===== config.mk =====
export PLATFORM = sky130hd
export DESIGN_NAME = oh_inserter
export DESIGN_NICKNAME = d
export VERILOG_FILES = /design/src/rtl/oh_pkg.sv /design/src/rtl/oh_regs.sv /design/src/rtl/oh_frame_out.sv /design/src/rtl/oh_readback.sv /design/src/rtl/oh_inserter.sv
export SDC_FILE = /design/constraint.sdc
export NUM_CORES = 1
export LEC_CHECK = 0
export ABC_AREA = 1
export BUFFER_PORTS_ARGS = -buffer_cell sky130_fd_sc_hd__buf_2
export CAP_MARGIN = 20
export CORE_ASPECT_RATIO = 1.2
export CORE_MARGIN = 3
export CORE_UTILIZATION = 48
export CTS_BUF_LIST = sky130_fd_sc_hd__clkbuf_16
export CTS_CLUSTER_DIAMETER = 60
export DETAILED_ROUTE_END_ITERATION = 10
export PLACE_DENSITY_LB_ADDON = 0.2
export SYNTH_ARGS = -nofsm -noshare
export SYNTH_HDL_FRONTEND = slang
export SYNTH_SLANG_ARGS = --single-unit

===== constraint.sdc =====
create_clock -name clk -period 0.8 [get_ports clk]
set_input_delay 0.08 -clock clk [delete_from_list [all_inputs] [get_ports clk]]
set_output_delay 0.08 -clock clk [all_outputs]
set_load 0.03 [all_outputs]

===== src/rtl/oh_pkg.sv =====
package oh_pkg;

  typedef enum logic {
    SEL_M4  = 1'b0,
    SEL_M56 = 1'b1
  } oh_sel_e;

  typedef struct packed {
    logic act;
    logic dea;
    logic uoa_sai;
  } act_bits_t;

endpackage


===== src/rtl/oh_regs.sv =====
module oh_regs
  import oh_pkg::*;
#(
  parameter int M4_W    = 8,
  parameter int M56_W   = 5,
  parameter int FEBX_W  = 2,
  parameter logic [M4_W-1:0]  RST_M4  = 8'h7D,
  parameter logic [M56_W-1:0] RST_M56 = 5'h1F
) (
  input  logic              clk,
  input  logic              rst,
  input  logic              wr_en,
  input  logic              wr_sel,
  input  logic [M4_W-1:0]   wr_data,
  input  logic              sf_start,
  input  logic              force_en,
  output logic [M4_W-1:0]   m4_q,
  output logic [M56_W-1:0]  m56_q,
  output logic              cs0_set,
  output logic              force_pend
);
  localparam int CS0_POS = 3;

  logic wr_m4, wr_m56, restore;

  assign wr_m4      = wr_en && (wr_sel == SEL_M4);
  assign wr_m56     = wr_en && (wr_sel == SEL_M56);
  assign force_pend = force_en && (m56_q[FEBX_W-1:0] != {FEBX_W{1'b1}});
  assign restore    = sf_start && force_pend && !wr_m56;

  always_ff @(posedge clk) begin
    if (rst) begin
      m4_q    <= RST_M4;
      m56_q   <= RST_M56;
      cs0_set <= 1'b0;
    end else begin
      if (wr_m4) begin
        m4_q    <= wr_data;
        cs0_set <= wr_data[CS0_POS];
      end
      if (wr_m56) begin
        m56_q <= wr_data[M56_W-1:0];
      end else if (restore) begin
        m56_q[FEBX_W-1:0] <= {FEBX_W{1'b1}};
      end
    end
  end

  // a write lands in the selected register
  a_r2_m4_write: assert property (@(posedge clk) disable iff (rst)
    $past(wr_en && wr_sel == SEL_M4 && !rst) |-> m4_q == $past(wr_data));

  // a forced febe request clears itself once sent
  a_r9_self_restore: assert property (@(posedge clk) disable iff (rst)
    $past(sf_start && force_pend && !(wr_en && wr_sel == SEL_M56) && !rst)
      |-> m56_q[FEBX_W-1:0] == {FEBX_W{1'b1}});

  // without the enable, control bits are not touched by a strobe
  a_r10_no_touch: assert property (@(posedge clk) disable iff (rst)
    $past(!force_en && !wr_en && !rst) |-> $stable(m56_q));

endmodule


===== src/rtl/oh_frame_out.sv =====
module oh_frame_out
  import oh_pkg::*;
#(
  parameter int M4_W   = 8,
  parameter int M56_W  = 5,
  parameter int FEBX_W = 2,
  parameter logic [M4_W-1:0]  RST_M4  = 8'h7D,
  parameter logic [M56_W-1:0] RST_M56 = 5'h1F,
  localparam int OUT56_W = M56_W - FEBX_W + 1
) (
  input  logic               clk,
  input  logic               rst,
  input  logic               sf_start,
  input  logic               lt_mode,
  input  act_bits_t          act_bits,
  input  logic [M4_W-1:0]    m4_q,
  input  logic [M56_W-1:0]   m56_q,
  input  logic               cs0_set,
  input  logic               force_pend,
  input  logic               crc_ok,
  output logic [M4_W-1:0]    oh_m4,
  output logic [OUT56_W-1:0] oh_m56,
  output logic               oh_load
);
  localparam int ACT_POS = M4_W - 1;
  localparam int DEA_POS = M4_W - 2;
  localparam int UOA_POS = 1;
  localparam int CS0_POS = 3;

  logic [M4_W-1:0]    m4_next;
  logic [OUT56_W-1:0] m56_next;

  always_comb begin
    m4_next          = m4_q;
    m4_next[ACT_POS] = act_bits.act;
    m4_next[UOA_POS] = act_bits.uoa_sai;
    if (lt_mode) m4_next[DEA_POS] = act_bits.dea;
    else         m4_next[CS0_POS] = cs0_set;
    m56_next = {m56_q[M56_W-1:FEBX_W], force_pend ? 1'b0 : crc_ok};
  end

  always_ff @(posedge clk) begin
    if (rst) begin
      oh_m4   <= RST_M4;
      oh_m56  <= {RST_M56[M56_W-1:FEBX_W], 1'b1};
      oh_load <= 1'b0;
    end else begin
      oh_load <= sf_start;
      if (sf_start) begin
        oh_m4  <= m4_next;
        oh_m56 <= m56_next;
      end
    end
  end

  // activation positions come from the activation inputs
  a_r3_act_bit: assert property (@(posedge clk) disable iff (rst)
    $past(sf_start && !rst) |-> oh_m4[ACT_POS] == $past(act_bits.act));
  a_r3_uoa_bit: assert property (@(posedge clk) disable iff (rst)
    $past(sf_start && !rst) |-> oh_m4[UOA_POS] == $past(act_bits.uoa_sai));
  a_r3_dea_lt: assert property (@(posedge clk) disable iff (rst)
    $past(sf_start && lt_mode && !rst) |-> oh_m4[DEA_POS] == $past(act_bits.dea));

  // nothing moves between strobes
  a_r5_hold: assert property (@(posedge clk) disable iff (rst)
    $past(!sf_start) |-> $stable(oh_m4) && $stable(oh_m56));

  // a pending force puts febe to 0
  a_r8_febe_forced: assert property (@(posedge clk) disable iff (rst)
    $past(sf_start && force_pend && !rst) |-> !oh_m56[0]);

  // load pulse marks each new word
  a_r11_load: assert property (@(posedge clk) disable iff (rst)
    oh_load |-> $past(sf_start));

endmodule


===== src/rtl/oh_readback.sv =====
module oh_readback
  import oh_pkg::*;
#(
  parameter int M4_W  = 8,
  parameter int M56_W = 5
) (
  input  logic             clk,
  input  logic             rst,
  input  logic             rd_sel,
  input  logic             lt_mode,
  input  logic [M4_W-1:0]  m4_q,
  input  logic [M56_W-1:0] m56_q,
  input  logic [M4_W-1:0]  oh_m4,
  output logic [M4_W-1:0]  rd_data
);
  localparam int ACT_POS = M4_W - 1;
  localparam int DEA_POS = M4_W - 2;
  localparam int UOA_POS = 1;

  logic [M4_W-1:0] m4_view;

  always_comb begin
    m4_view          = m4_q;
    m4_view[ACT_POS] = oh_m4[ACT_POS];
    m4_view[UOA_POS] = oh_m4[UOA_POS];
    if (lt_mode) m4_view[DEA_POS] = oh_m4[DEA_POS];
  end

  always_ff @(posedge clk) begin
    if (rst) rd_data <= '0;
    else if (rd_sel == SEL_M4) rd_data <= m4_view;
    else rd_data <= {{(M4_W-M56_W){1'b0}}, m56_q};
  end

  // readback of the act position tracks the transmitted word
  a_r4_act_view: assert property (@(posedge clk) disable iff (rst)
    $past(rd_sel == SEL_M4 && !rst) |-> rd_data[ACT_POS] == $past(oh_m4[ACT_POS]));

endmodule


===== src/rtl/oh_inserter.sv =====
module oh_inserter
  import oh_pkg::*;
#(
  parameter int M4_W   = 8,
  parameter int M56_W  = 5,
  parameter int FEBX_W = 2,
  parameter logic [M4_W-1:0]  RST_M4  = 8'h7D,
  parameter logic [M56_W-1:0] RST_M56 = 5'h1F,
  localparam int OUT56_W = M56_W - FEBX_W + 1
) (
  input  logic               clk,
  input  logic               rst,
  input  logic               reg_wr,
  input  logic               reg_sel,
  input  logic [M4_W-1:0]    reg_wdata,
  output logic [M4_W-1:0]    reg_rdata,
  input  logic               sf_start,
  input  logic               lt_mode,
  input  logic               act_in,
  input  logic               dea_in,
  input  logic               uoa_sai_in,
  input  logic               febe_force_en,
  input  logic               crc_ok,
  output logic [M4_W-1:0]    oh_m4,
  output logic [OUT56_W-1:0] oh_m56,
  output logic               oh_load
);
  logic [M4_W-1:0]  m4_q;
  logic [M56_W-1:0] m56_q;
  logic             cs0_set, force_pend;
  act_bits_t        act_bits;

  assign act_bits = '{act: act_in, dea: dea_in, uoa_sai: uoa_sai_in};

  oh_regs #(
    .M4_W(M4_W), .M56_W(M56_W), .FEBX_W(FEBX_W),
    .RST_M4(RST_M4), .RST_M56(RST_M56)
  ) u_regs (
    .clk(clk), .rst(rst), .wr_en(reg_wr), .wr_sel(reg_sel),
    .wr_data(reg_wdata), .sf_start(sf_start), .force_en(febe_force_en),
    .m4_q(m4_q), .m56_q(m56_q), .cs0_set(cs0_set), .force_pend(force_pend)
  );

  oh_frame_out #(
    .M4_W(M4_W), .M56_W(M56_W), .FEBX_W(FEBX_W),
    .RST_M4(RST_M4), .RST_M56(RST_M56)
  ) u_out (
    .clk(clk), .rst(rst), .sf_start(sf_start), .lt_mode(lt_mode),
    .act_bits(act_bits), .m4_q(m4_q), .m56_q(m56_q), .cs0_set(cs0_set),
    .force_pend(force_pend), .crc_ok(crc_ok),
    .oh_m4(oh_m4), .oh_m56(oh_m56), .oh_load(oh_load)
  );

  oh_readback #(
    .M4_W(M4_W), .M56_W(M56_W)
  ) u_rb (
    .clk(clk), .rst(rst), .rd_sel(reg_sel), .lt_mode(lt_mode),
    .m4_q(m4_q), .m56_q(m56_q), .oh_m4(oh_m4), .rd_data(reg_rdata)
  );

endmodule


# Yosys cells after proc, flatten, opt, wreduce, memory -nomap -nowiden

Cells that the tools add are included.
Widths: inputs -> output; s select.

Order comparisons: 0
Multipliers: 0
Add/sub/neg operators: 0
Bitwise operators: 1
Reduce and logical (&&, ||, !) cells: 8
Shifts and indexed selects: 0
Muxes and demuxes: 7
Eq/ne operators: 1
Div/mod/pow operators: 0

Operators with widths:

| cell               | number |
|---|---|
| $logic_and 1x1->1  | 5 |
| $mux 5             | 1 |
| $mux 1             | 4 |
| $mux 2             | 2 |
| $ne 2x2->1 const B | 1 |
| $reduce_bool 2->1  | 1 |
| $reduce_or 2->1    | 1 |
| $logic_not 1->1    | 1 |
| $not 1->1          | 1 |

Bits of input ports: 19
Bits in latches: 0
Memories kept: 0
ROM bits: 0
RAM bits: 0
Logic and storage cells: 26
Flip-flop bits (word level): 34

# Logic depth before layout (Yosys ltp)

Gate-level depths: netlist of the first run.

Depth in word-level cells: 6
Gate-level depth with buffers: 6
Depth with buffers taken out: 6

# Hierarchy

Synthesis of the first run repeated with hierarchy kept, for this count alone.

Cells, all modules: 179
Area, all modules: 1350.0 sq um

By module, submodules not included:

| module       | cells each | instances | area each (sq um) |
|---|---|---|---|
| oh_regs      | 69         | 1         | 540.5 |
| oh_frame_out | 64         | 1         | 484.2 |
| oh_readback  | 46         | 1         | 325.3 |

# Least setup slack after synthesis of the first run

OpenSTA, ideal clock, no wires.

Path type: register to register
Start point: register u_out.oh_m4[6]
End point: register u_rb.rd_data[6]
Path buffers: 0
Required time: 0.730 ns
Arrival: 0.700 ns
Cell stages (with the launch flop): 3
Setup slack: 0.030 ns
Cells stage by stage: dfxtp_1 nand2_1 a21oi_1

Longest elaborated chain between the ends: 1

Ends and longest elaborated chain:

| element                  | RTL line           | RTL |
|---|---|---|
| start: declaration       | oh_frame_out.sv:21 | `output logic [M4_W-1:0] oh_m4,` |
| start signal: assignment | oh_frame_out.sv:50 | `oh_m4 <= m4_next;` |
| $mux 1                   | oh_readback.sv:26  | `if (lt_mode) m4_view[DEA_POS] = oh_m4[DEA_POS];` |
| end signal: assignment   | oh_readback.sv:31  | `else if (rd_sel == SEL_M4) rd_data <= m4_view;` |
| end signal: assignment   | oh_readback.sv:32  | `else rd_data <= {{(M4_W-M56_W){1'b0}}, m56_q};` |
| end: declaration         | oh_readback.sv:14  | `output logic [M4_W-1:0] rd_data` |

No other way between the ends.
A chain may end at the register's enable or synchronous reset.

# Worst setup path after layout of the first run

Start point: register u_out.oh_m56[2]
End point: output port oh_m56[2]

RTL lines:

| element                  | RTL line           | RTL |
|---|---|---|
| start: declaration       | oh_frame_out.sv:22 | `output logic [OUT56_W-1:0] oh_m56,` |
| start signal: assignment | oh_frame_out.sv:45 | `oh_m56 <= {RST_M56[M56_W-1:FEBX_W], 1'b1};` |
| start signal: assignment | oh_frame_out.sv:51 | `oh_m56 <= m56_next;` |
| end: declaration         | oh_inserter.sv:25  | `output logic [OUT56_W-1:0] oh_m56,` |

No word-level cell between the ends.

==> out/results.ini, run 1 <==
[status]
violations=negative setup slack
status=finished with violations

[drt]
drc=0
wl_per_cell_um=14.1
dr_total_vias=1181
wl_mm=3.32
drt-initial-drc-count=28
dr.pass1.iters=4
avgViaCountPerCell=5.03
final_antenna_net_count=0

[critical_path]
r2r_cells=5
worst_ep_arrival_time_ns=0.76
reg2reg_slack_ns=0.01
timing.rr.start=u_regs.m56_q[1]$_SDFFE_PP1P_
crit_family=flip-flops
cp.depth=1
critPathMaxFanout=2
critical-path-max-stage-delay_ns=0.34
crit_chain=buf_6
end_kind=output pin
cp-start-kind=register
crit_end=oh_m56[2]
cp-startpoint=u_out.oh_m56[2]$_SDFFE_PP1P_
critPathSlowestCell=dfxtp_2
crit_type=register to output pin
r2r_end=u_regs.m56_q[0]$_SDFFE_PP1P_
required_ns=0.72
critPathBufInv=1

[grt]
grt_max_degree=18
overflow=0
grt_pass1_wl_mm=5.38
grt_pass1_vias=1211
grt.total_usage_pct=24.4
antenna_found_initial=0

[flow_run]
max_cap_viol_count=0

[floorplan]
core.rowCount=19
initial_core_util_pct=51.6
io_pins=40
die_y_um=61.1
coreArea_sq_um=2350
die_width_um=51.9
die_area_sq_um=3170

[timing]
holdWs_ns=0.0335
max_freq_ghz=1.20
maxSlewHeadroom_pct=86.7
fin_tns_setup_ns=-0.172
period_needed_ns=0.835
setup_violations=12
drv_slew=0
finClkSkew_ns=0.00292
tightest_slew_ns=0.200
finalCritPeriodShare_pct=104
finalHoldViolCount=0
layout_setup_ws_ns=-0.0353
rsz0062_at_grt=yes

[logic_synthesis]
synth_top_area_cell=dfxtp_1
yosys_warnings=0
netlist.area_leader.share_pct=54.4
ys_seq_area_share_pct=54.4
syn_area_sq_um=1210
synth_cell_type_count=17
syn_nets=169
ys_seq_elements=33
synthCells=150
ys_top_cells_by_area=dfxtp_1, nand2_1, nand3_1, o21ai_0, nor2_1
syn_avg_cell_area_sq_um=8.09

[pwr]
total_power_w=0.00464
p_comb_share_pct=15.2
intPower_w=0.00353
p_leak_nw=0.943
seqPwrFrac_pct=39.8
power_density_nw_per_um2=2480
ir_drop_mv=2.38
switchingPower_w=0.00111
p_clk_share_pct=45.0
p_sw_share_pct=23.9

[final_layout]
fillers=154
diodes=0
final_util_pct=79.5
drive_above_1_share_pct=45.1
area_delta_synth_final_pct=54.2
nNetsFinal=222

[cts]
cts_num_sinks=33
cts.htree.levels=2
ctsHoldBuffers=0
cts_root_buf=clkbuf_16
clk-insertion-delay-late_ns=0.27
clk_path_buf_depth=2
clk_pin_slew_ns=0.05
cts_tree=done
cts_buffers=5

[placement]
place.gp.congestion=0.888
place_hpwl_mm=1.93
place_ws_ns=0.0111
port-buffer-count=38

[worst_hold_path]
min_from=reg_wdata[4]
hold_class=input port to register

timing repair:
| action | in CTS | in global routing |
|---|---|---|
| endpoints found under the setup margin | 23 | 26 |
| pin swaps | 1 | 0 |
| resized for setup | 65 | 6 |
| buffers inserted | 2 | 1 |
flip-flops by register name (all words and copies together), names as in the netlist:
name	flops
u_rb.rd_data	8
u_regs.m4_q	6
u_regs.m56_q	5
u_out.oh_m4	8
u_out.oh_m56	4
u_out.oh_load	1
u_regs.cs0_set	1
layout make-up:
class	count	area (sq um)	share of cell area (%)
Clock buffer	5	125	6.68
Clock inverter	3	37.5	2.01
Inverter	13	56.3	3.01
Multi-Input combinational cell	97	453	24.2
Sequential cell	33	689	36.8
Tap cell	31	38.8	2.07
Timing Repair Buffer	53	472	25.2
synth_stat cells:
master / n
or2_0: 1
a21oi_2: 1
nand2_1: 44
nand2_2: 1
dfxtp_1: 33
inv_1: 10
inv_8: 1
buf_6: 2
nand3_1: 15
a21oi_1: 7
nor2_1: 12
o211ai_1: 4
buf_4: 2
nand2_4: 2
inv_2: 2
o21ai_0: 10
buf_2: 3
through the flow:
step / instances / instance area (sq um)
floorplan: 150 / 1210
detailed placement: 224 / 1520
global placement: 224 / 1520
finish: 235 / 1870
CTS: 234 / 1860
global route: 235 / 1870
routing by layer:
metal	global-route usage [%]	vias to the layer above	wire [um]	part of all wire, %
met4	12.4	0	79	2.4
met5	0	-	0	0
met3	7.99	7	143	4.3
met1	25.2	550	1320	40
li1	-	583	-	-
met2	44.0	41	1780	54
kinds of logic after synthesis:
logic type	after synthesis	share of synthesized area (%)
simple gates	75	26.4
flops	33	54.4
compound gates	22	10.2
buf+inv	20	8.97
worst min-delay path by stage:
stage,cells past startpoint,end,slack [ns]
final,3,u_regs.m4_q[4]$_SDFFE_PP1P_,0.03
after CTS,3,u_regs.m4_q[2]$_SDFFE_PP1P_,0.03
after global placement,3,u_regs.m4_q[5]$_SDFFE_PP1P_,0.30
after detailed placement,3,u_regs.m4_q[4]$_SDFFE_PP1P_,0.31
after floorplan,1,u_regs.cs0_set$_SDFFE_PP0P_,0.14
after global routing,3,u_regs.m4_q[6]$_SDFFE_PP1P_,0.04
power by group through the flow:
| stage | registers (W) | logic (W) | clock network [W] |
|---|---|---|---|
| finish | 0.00184 | 0.000704 | 0.00209 |
| global route | 0.00185 | 0.000763 | 0.00219 |
| CTS | 0.00184 | 0.000681 | 0.00212 |
| detailed placement | 0.00184 | 0.000577 | 0 |
| global placement | 0.00183 | 0.000568 | 0 |
| floorplan | 0.00196 | 0.000234 | 0 |
cell usage in the layout, fill, tap and decap left out:
cell type  synthesis  routed
a21oi_1            7       6
a21oi_2            1       2
buf_12             0       3
buf_2              3      17
buf_4              2      12
buf_6              2      21
bufinv_16          0       1
clkbuf_16          0       5
clkinv_1           0       1
dfxtp_1           33      10
dfxtp_2            0      23
inv_1             10      11
inv_2              2       2
inv_8              1       1
nand2_1           44      42
nand2_2            1       3
nand2_4            2       2
nand3_1           15      15
nor2_1            12      12
o211ai_1           4       4
o21ai_0           10       7
o21ai_1            0       3
or2_0              1       1
tightest hold or removal path: stages:
cell     delay, ns
buf_2         0.09
nand2_1       0.05
nand3_1       0.05
(Power assumes the default switching activity.)
==> run 2: changes to the inputs <==
CORE_UTILIZATION = 30   (was 48)
GPL_TIMING_DRIVEN = 0   (was default)
==> run 2 against run 1 <==
Against the previous run: the run still ends with negative setup slack left; global-route usage fell by 11 points; combinational power fell by 11%; count of clock-buffer cells in the layout did not move; critical path type unchanged; register-to-register slack barely moved; die area rose by 53%; critical path depth did not move; wire length fell by 14%; critical endpoint is now oh_m4[3]; sequential share of layout area rose by 2.1 points; total power fell by 9.5%; final area fell by 5.5%; via count fell by 8.6%; utilization fell by 32 points.
==> out/results.ini, run 2 (synthesis gave the netlist of run 1 again) <==
[critical_path]
worst_ep_arrival_time_ns=0.73  ; was 0.76 ns
crit_family=flip-flops  ; unchanged
critPathBufInv=1  ; unchanged
required_ns=0.72  ; about the same
crit_type=register to output pin  ; unchanged
cp-start-kind=register  ; unchanged
critPathSlowestCell=dfxtp_2  ; unchanged
critical-path-max-stage-delay_ns=0.33  ; was 0.34 ns
crit_chain=buf_6  ; unchanged
critPathMaxFanout=2  ; unchanged
end_kind=output pin  ; unchanged

[placement]
port-buffer-count=37  ; was 38
postPlaceCellArea_sq_um=1460  ; was 1520 sq um
place_hpwl_mm=2.11  ; was 1.93 mm
place.gp.congestion=0.751  ; was 0.888

[grt]
grt_pass1_wl_mm=4.75  ; was 5.38 mm
grt.total_usage_pct=13.3  ; was 24.4%
grt_max_degree=11  ; was 18
antenna_found_initial=0  ; unchanged
overflow=0  ; unchanged
grt_pass1_vias=1053  ; was 1211

[timing]
tightest_slew_ns=0.203  ; was 0.200 ns
setup_violations=12  ; unchanged
maxSlewHeadroom_pct=86.5  ; was 86.7%
period_needed_ns=0.814  ; was 0.835 ns
drv_slew=0  ; unchanged
finalCritPeriodShare_pct=102  ; was 104%
finClkSkew_ns=0.00231  ; was 0.00292 ns
finalHoldViolCount=0  ; unchanged
holdWs_ns=0.0295  ; was 0.0335 ns
rsz0062_at_grt=yes  ; unchanged
max_freq_ghz=1.23  ; was 1.20 GHz
fin_tns_setup_ns=-0.0857  ; was -0.172 ns
layout_setup_ws_ns=-0.0143  ; was -0.0353 ns

[floorplan]
die_area_sq_um=4850  ; was 3170 sq um
initial_core_util_pct=32.3  ; was 51.6%
core.rowCount=24  ; was 19
coreArea_sq_um=3750  ; was 2350 sq um
die_width_um=64.1  ; was 51.9 um
io_pins=40  ; unchanged
die_y_um=75.7  ; was 61.1 um

[pwr]
power_density_nw_per_um2=2370  ; was 2480 nW/um^2
ir_drop_mv=0.966  ; was 2.38 mV
p_leak_nw=0.878  ; was 0.943 nW

[cts]
cts.htree.levels=2  ; unchanged
cts_buffers=5  ; unchanged
cts_tree=done  ; unchanged
cts_root_buf=clkbuf_16  ; unchanged
clk_path_buf_depth=2  ; unchanged
ctsHoldBuffers=0  ; unchanged
cts_num_sinks=33  ; unchanged
clk-insertion-delay-late_ns=0.27  ; about the same
clk_pin_slew_ns=0.05  ; about the same

[status]
violations=negative setup slack  ; unchanged
status=finished with violations  ; unchanged

[final_layout]
mostFrequentLayoutCells=nand2_1, buf_6, dfxtp_2  ; was nand2_1, dfxtp_2, buf_6
final_util_pct=47.1  ; was 79.5%
fillers=370  ; was 154
final_area_sq_um=1770  ; was 1870 sq um
nNetsFinal=214  ; was 222
area_delta_synth_final_pct=45.8  ; was 54.2%
final_common_cell=nand2_1  ; unchanged
drive_above_1_share_pct=42.1  ; was 45.1%
diodes=0  ; unchanged
largest_registers=u_out.oh_m4 x8, u_rb.rd_data x8, u_regs.m4_q x6  ; unchanged

[drt]
wl_per_cell_um=11.6  ; was 14.1 um
avgViaCountPerCell=4.37  ; was 5.03
drt-initial-drc-count=45  ; was 28
drc=0  ; unchanged
wl_mm=2.87  ; was 3.32 mm
dr.pass1.iters=4  ; unchanged
dr_total_vias=1080  ; was 1181
final_antenna_net_count=0  ; unchanged

[flow_run]
max_cap_viol_count=0  ; unchanged

[worst_hold_path]
hold_class=input port to register  ; unchanged

run 2: stage by stage:
step / setup slack (ns) / instances / total power [W]
2_1_floorplan: 0.0302 / 150 / 0.00220
3_3_place_gp: -0.0476 / 239 / 0.00237
3_5_place_dp: -0.0705 / 239 / 0.00238
4_1_cts: -0.0230 / 246 / 0.00422
5_1_grt: -0.0441 / 247 / 0.00438
6_report: -0.0143 / 247 / 0.00419
run 2: what timing repair did:
item / in CTS / in global routing
setup endpoints to repair: 21 / 24
buffers inserted: 2 / 1
resized for setup: 63 / 5
pin swaps: 0 / 2
run 2: worst register-to-register path: stages, from the launching register on:
cell,delay (ns)
dfxtp_2,0.32
buf_4,0.13
o21ai_0,0.16
nor2_1,0.06
run 2: power breakdown:
group          total (W)  switching (W)  internal (W)
clock            0.00173       0.000620       0.00111
sequential       0.00184      0.0000645       0.00177
combinational   0.000628       0.000361      0.000267
total            0.00419        0.00105       0.00315
run 2: final cells by class:
cell class              instances  area [sq um]  share of cell area [%]
plain buffers                   5          37.5                    2.12
clock buffers                   5           125                    7.07
clock inverters                 2          7.51                   0.424
inverters                      13          56.3                    3.18
multi-input cells              97           449                    25.4
flip-flops and latches         33           689                    39.0
well taps                      52          65.1                    3.68
repair buffers                 40           339                    19.2
run 2: path summary, 6_finish.rpt:
check,start,end,slack (ns),cells past startpoint
max,u_out.oh_m4[3]$_SDFFE_PP1P_,oh_m4[3],-0.01,1
min,crc_ok,u_out.oh_m56[0]$_SDFFE_PP1P_,0.03,3
max reg2reg,u_out.oh_m4[1]$_SDFFE_PP0P_,u_out.oh_m4[1]$_SDFFE_PP0P_,0.02,3
min reg2reg,u_out.oh_m4[7]$_SDFFE_PP0P_,u_rb.rd_data[7]$_SDFF_PP0_,0.46,2
run 2: metal layers:
layer | GRT usage [%] | vias up | wire (um)
met5 | 0 | - | 0
met4 | 8.63 | 0 | 59
met3 | 4.13 | 5 | 153
met2 | 21.8 | 32 | 1380
met1 | 15.2 | 477 | 1270
li1 | - | 566 | -
==> run 3: changes to the inputs <==
--- a/constraint.sdc
+++ b/constraint.sdc
@@ -3,2 +3,2 @@
 set_output_delay 0.08 -clock clk [all_outputs]
-set_load 0.03 [all_outputs]
+set_load 0.02 [all_outputs]
==> run 3 against run 2 <==
Against the previous run: the flow still finishes with violations (negative setup slack); maximum frequency rose by 1.7%; largest power group unchanged; first-iteration DRC count fell by 16%; sequential share of layout area did not move.
==> out/results.ini, run 3 (synthesis gave the netlist of run 1 again) <==
[grt]
overflow=0  ; unchanged
antenna_found_initial=0  ; unchanged
grt_pass1_vias=1060  ; was 1053
grt_max_degree=11  ; unchanged
grt_pass1_wl_mm=4.80  ; was 4.75 mm
use_met3_pct=4.13  ; unchanged
met2_usage_pct=22.0  ; was 21.8%
grt_util_met1_pct=15.3  ; was 15.2%
grt-busiest-layer=met2  ; unchanged
grt.total_usage_pct=13.4  ; was 13.3%

[placement]
place_ws_ns=-0.0705  ; unchanged
place_hpwl_mm=2.11  ; unchanged
place.gp.congestion=0.751  ; unchanged
port-buffer-count=37  ; unchanged
post-place-cells=239  ; unchanged

[drt]
avgViaCountPerCell=4.38  ; was 4.37
drc=0  ; unchanged
dr_total_vias=1082  ; was 1080
dr.pass1.iters=4  ; unchanged
wl_per_cell_um=11.6  ; about the same
wl_mm=2.88  ; was 2.87 mm
final_antenna_net_count=0  ; unchanged
drt-initial-drc-count=38  ; was 45

[critical_path]
timing.rr.start=u_out.oh_m4[1]$_SDFFE_PP0P_  ; unchanged
crit_type=register to output pin  ; unchanged
critical-path-max-stage-delay_ns=0.33  ; about the same
crit_end=oh_m4[3]  ; unchanged
critPathMaxFanout=2  ; unchanged
critPathBufInv=1  ; unchanged
cp-startpoint=u_out.oh_m4[3]$_SDFFE_PP1P_  ; unchanged
cp.depth=1  ; unchanged
crit_chain=buf_6  ; unchanged
end_kind=output pin  ; unchanged
cp-start-kind=register  ; unchanged
reg2reg_slack_ns=0.02  ; about the same
crit_family=flip-flops  ; unchanged
r2r_cells=3  ; unchanged
r2r_end=u_out.oh_m4[1]$_SDFFE_PP0P_  ; unchanged
worst_ep_arrival_time_ns=0.72  ; was 0.73 ns
critPathSlowestCell=dfxtp_2  ; unchanged
required_ns=0.72  ; about the same

[timing]
drv_slew=0  ; unchanged
finalCritPeriodShare_pct=100  ; was 102%
finClkSkew_ns=0.00240  ; was 0.00231 ns
rsz0062_at_grt=yes  ; unchanged
setup_violations=2  ; was 12
period_needed_ns=0.801  ; was 0.814 ns
finalHoldViolCount=0  ; unchanged
tightest_slew_ns=0.202  ; was 0.203 ns
max_freq_ghz=1.25  ; was 1.23 GHz
fin_tns_setup_ns=-0.000987  ; was -0.0857 ns
maxSlewHeadroom_pct=86.5  ; about the same
layout_setup_ws_ns=-0.000503  ; was -0.0143 ns

[cts]
cts_tree=done  ; unchanged
cts.htree.levels=2  ; unchanged
clk_pin_slew_ns=0.05  ; about the same
ctsHoldBuffers=0  ; unchanged
cts_buffers=5  ; unchanged
cts_num_sinks=33  ; unchanged
clk-insertion-delay-late_ns=0.27  ; about the same
cts_root_buf=clkbuf_16  ; unchanged
clk_path_buf_depth=2  ; unchanged

[pwr]
p_comb_share_pct=13.8  ; was 15.0%
p_sw_share_pct=24.0  ; was 24.9%
seqPwrFrac_pct=44.4  ; was 43.8%
power_density_nw_per_um2=2340  ; was 2370 nW/um^2
intPower_w=0.00315  ; about the same
p_leak_nw=0.878  ; unchanged
switchingPower_w=0.000993  ; was 0.00105 W
p_clk_share_pct=41.8  ; was 41.2%
ir_drop_mv=0.986  ; was 0.966 mV

[final_layout]
mostFrequentLayoutCells=nand2_1, buf_6, dfxtp_2  ; unchanged
diodes=0  ; unchanged
fillers=371  ; was 370
largest_registers=u_out.oh_m4 x8, u_rb.rd_data x8, u_regs.m4_q x6  ; unchanged
nNetsFinal=214  ; unchanged
area_delta_synth_final_pct=45.8  ; unchanged
drive_above_1_share_pct=42.1  ; unchanged
finalNonFillerCells=247  ; unchanged
final_util_pct=47.1  ; unchanged
final_common_cell=nand2_1  ; unchanged

[floorplan]
die_y_um=75.7  ; unchanged
io_pins=40  ; unchanged
die_area_sq_um=4850  ; unchanged
coreArea_sq_um=3750  ; unchanged
core.rowCount=24  ; unchanged
initial_core_util_pct=32.3  ; unchanged
die_width_um=64.1  ; unchanged

[worst_hold_path]
min_from=crc_ok  ; unchanged
hold_class=input port to register  ; unchanged

[status]
status=finished with violations  ; unchanged
violations=negative setup slack  ; unchanged

[flow_run]
max_cap_viol_count=0  ; unchanged

run 3: final cells by class:
| cell class | instances | area, sq um | share of cell area [%] |
|---|---|---|---|
| clock buffers | 5 | 125 | 7.07 |
| plain buffers | 5 | 37.5 | 2.12 |
| repair buffers | 40 | 339 | 19.2 |
| clock inverters | 2 | 7.51 | 0.424 |
| well taps | 52 | 65.1 | 3.68 |
| inverters | 13 | 56.3 | 3.18 |
| multi-input cells | 97 | 449 | 25.4 |
| flip-flops and latches | 33 | 689 | 39.0 |
run 3: per-layer routing:
| metal | up-vias | routed length (um) | part of all wire [%] |
|---|---|---|---|
| met5 | - | 0 | 0 |
| met4 | 0 | 70 | 2.4 |
| met3 | 7 | 149 | 5.2 |
| met2 | 30 | 1380 | 48 |
| met1 | 478 | 1280 | 44 |
| li1 | 567 | - | - |
run 3: repair_timing:
action | in CTS | in global routing
cloned | 0 | 0
resized for setup | 49 | 19
setup endpoints to repair | 21 | 23
pin swaps | 0 | 2
setup buffers | 2 | 1
run 3: metrics by stage:
| stage | hold WS [ns] | area (sq um) | total power, W |
|---|---|---|---|
| floorplan | 0.142 | 1210 | 0.00214 |
| global route | 0.0355 | 1770 | 0.00432 |
| CTS | 0.0270 | 1720 | 0.00414 |
| detailed placement | 0.308 | 1460 | 0.00232 |
| global placement | 0.300 | 1460 | 0.00232 |
| finish | 0.0294 | 1770 | 0.00414 |
run 3: power by group through the flow:
stage	Sequential [W]	Combinational, W	Clock [W]
2_1_floorplan	0.00191	0.000229	0
3_3_place_gp	0.00184	0.000479	0
3_5_place_dp	0.00184	0.000485	0
4_1_cts	0.00183	0.000555	0.00176
5_1_grt	0.00185	0.000634	0.00184
6_report	0.00184	0.000573	0.00173
run 3: worst min path at each step:
stage | cells after the start | slack, ns | endpoint
6_report | 3 | 0.03 | u_out.oh_m56[0]$_SDFFE_PP1P_
5_1_grt | 3 | 0.04 | u_regs.m4_q[6]$_SDFFE_PP1P_
4_1_cts | 3 | 0.03 | u_regs.m56_q[2]$_SDFFE_PP1P_
3_5_place_dp | 3 | 0.31 | u_regs.m4_q[6]$_SDFFE_PP1P_
3_3_place_gp | 3 | 0.30 | u_regs.m4_q[6]$_SDFFE_PP1P_
2_1_floorplan | 1 | 0.14 | u_regs.cs0_set$_SDFFE_PP0P_
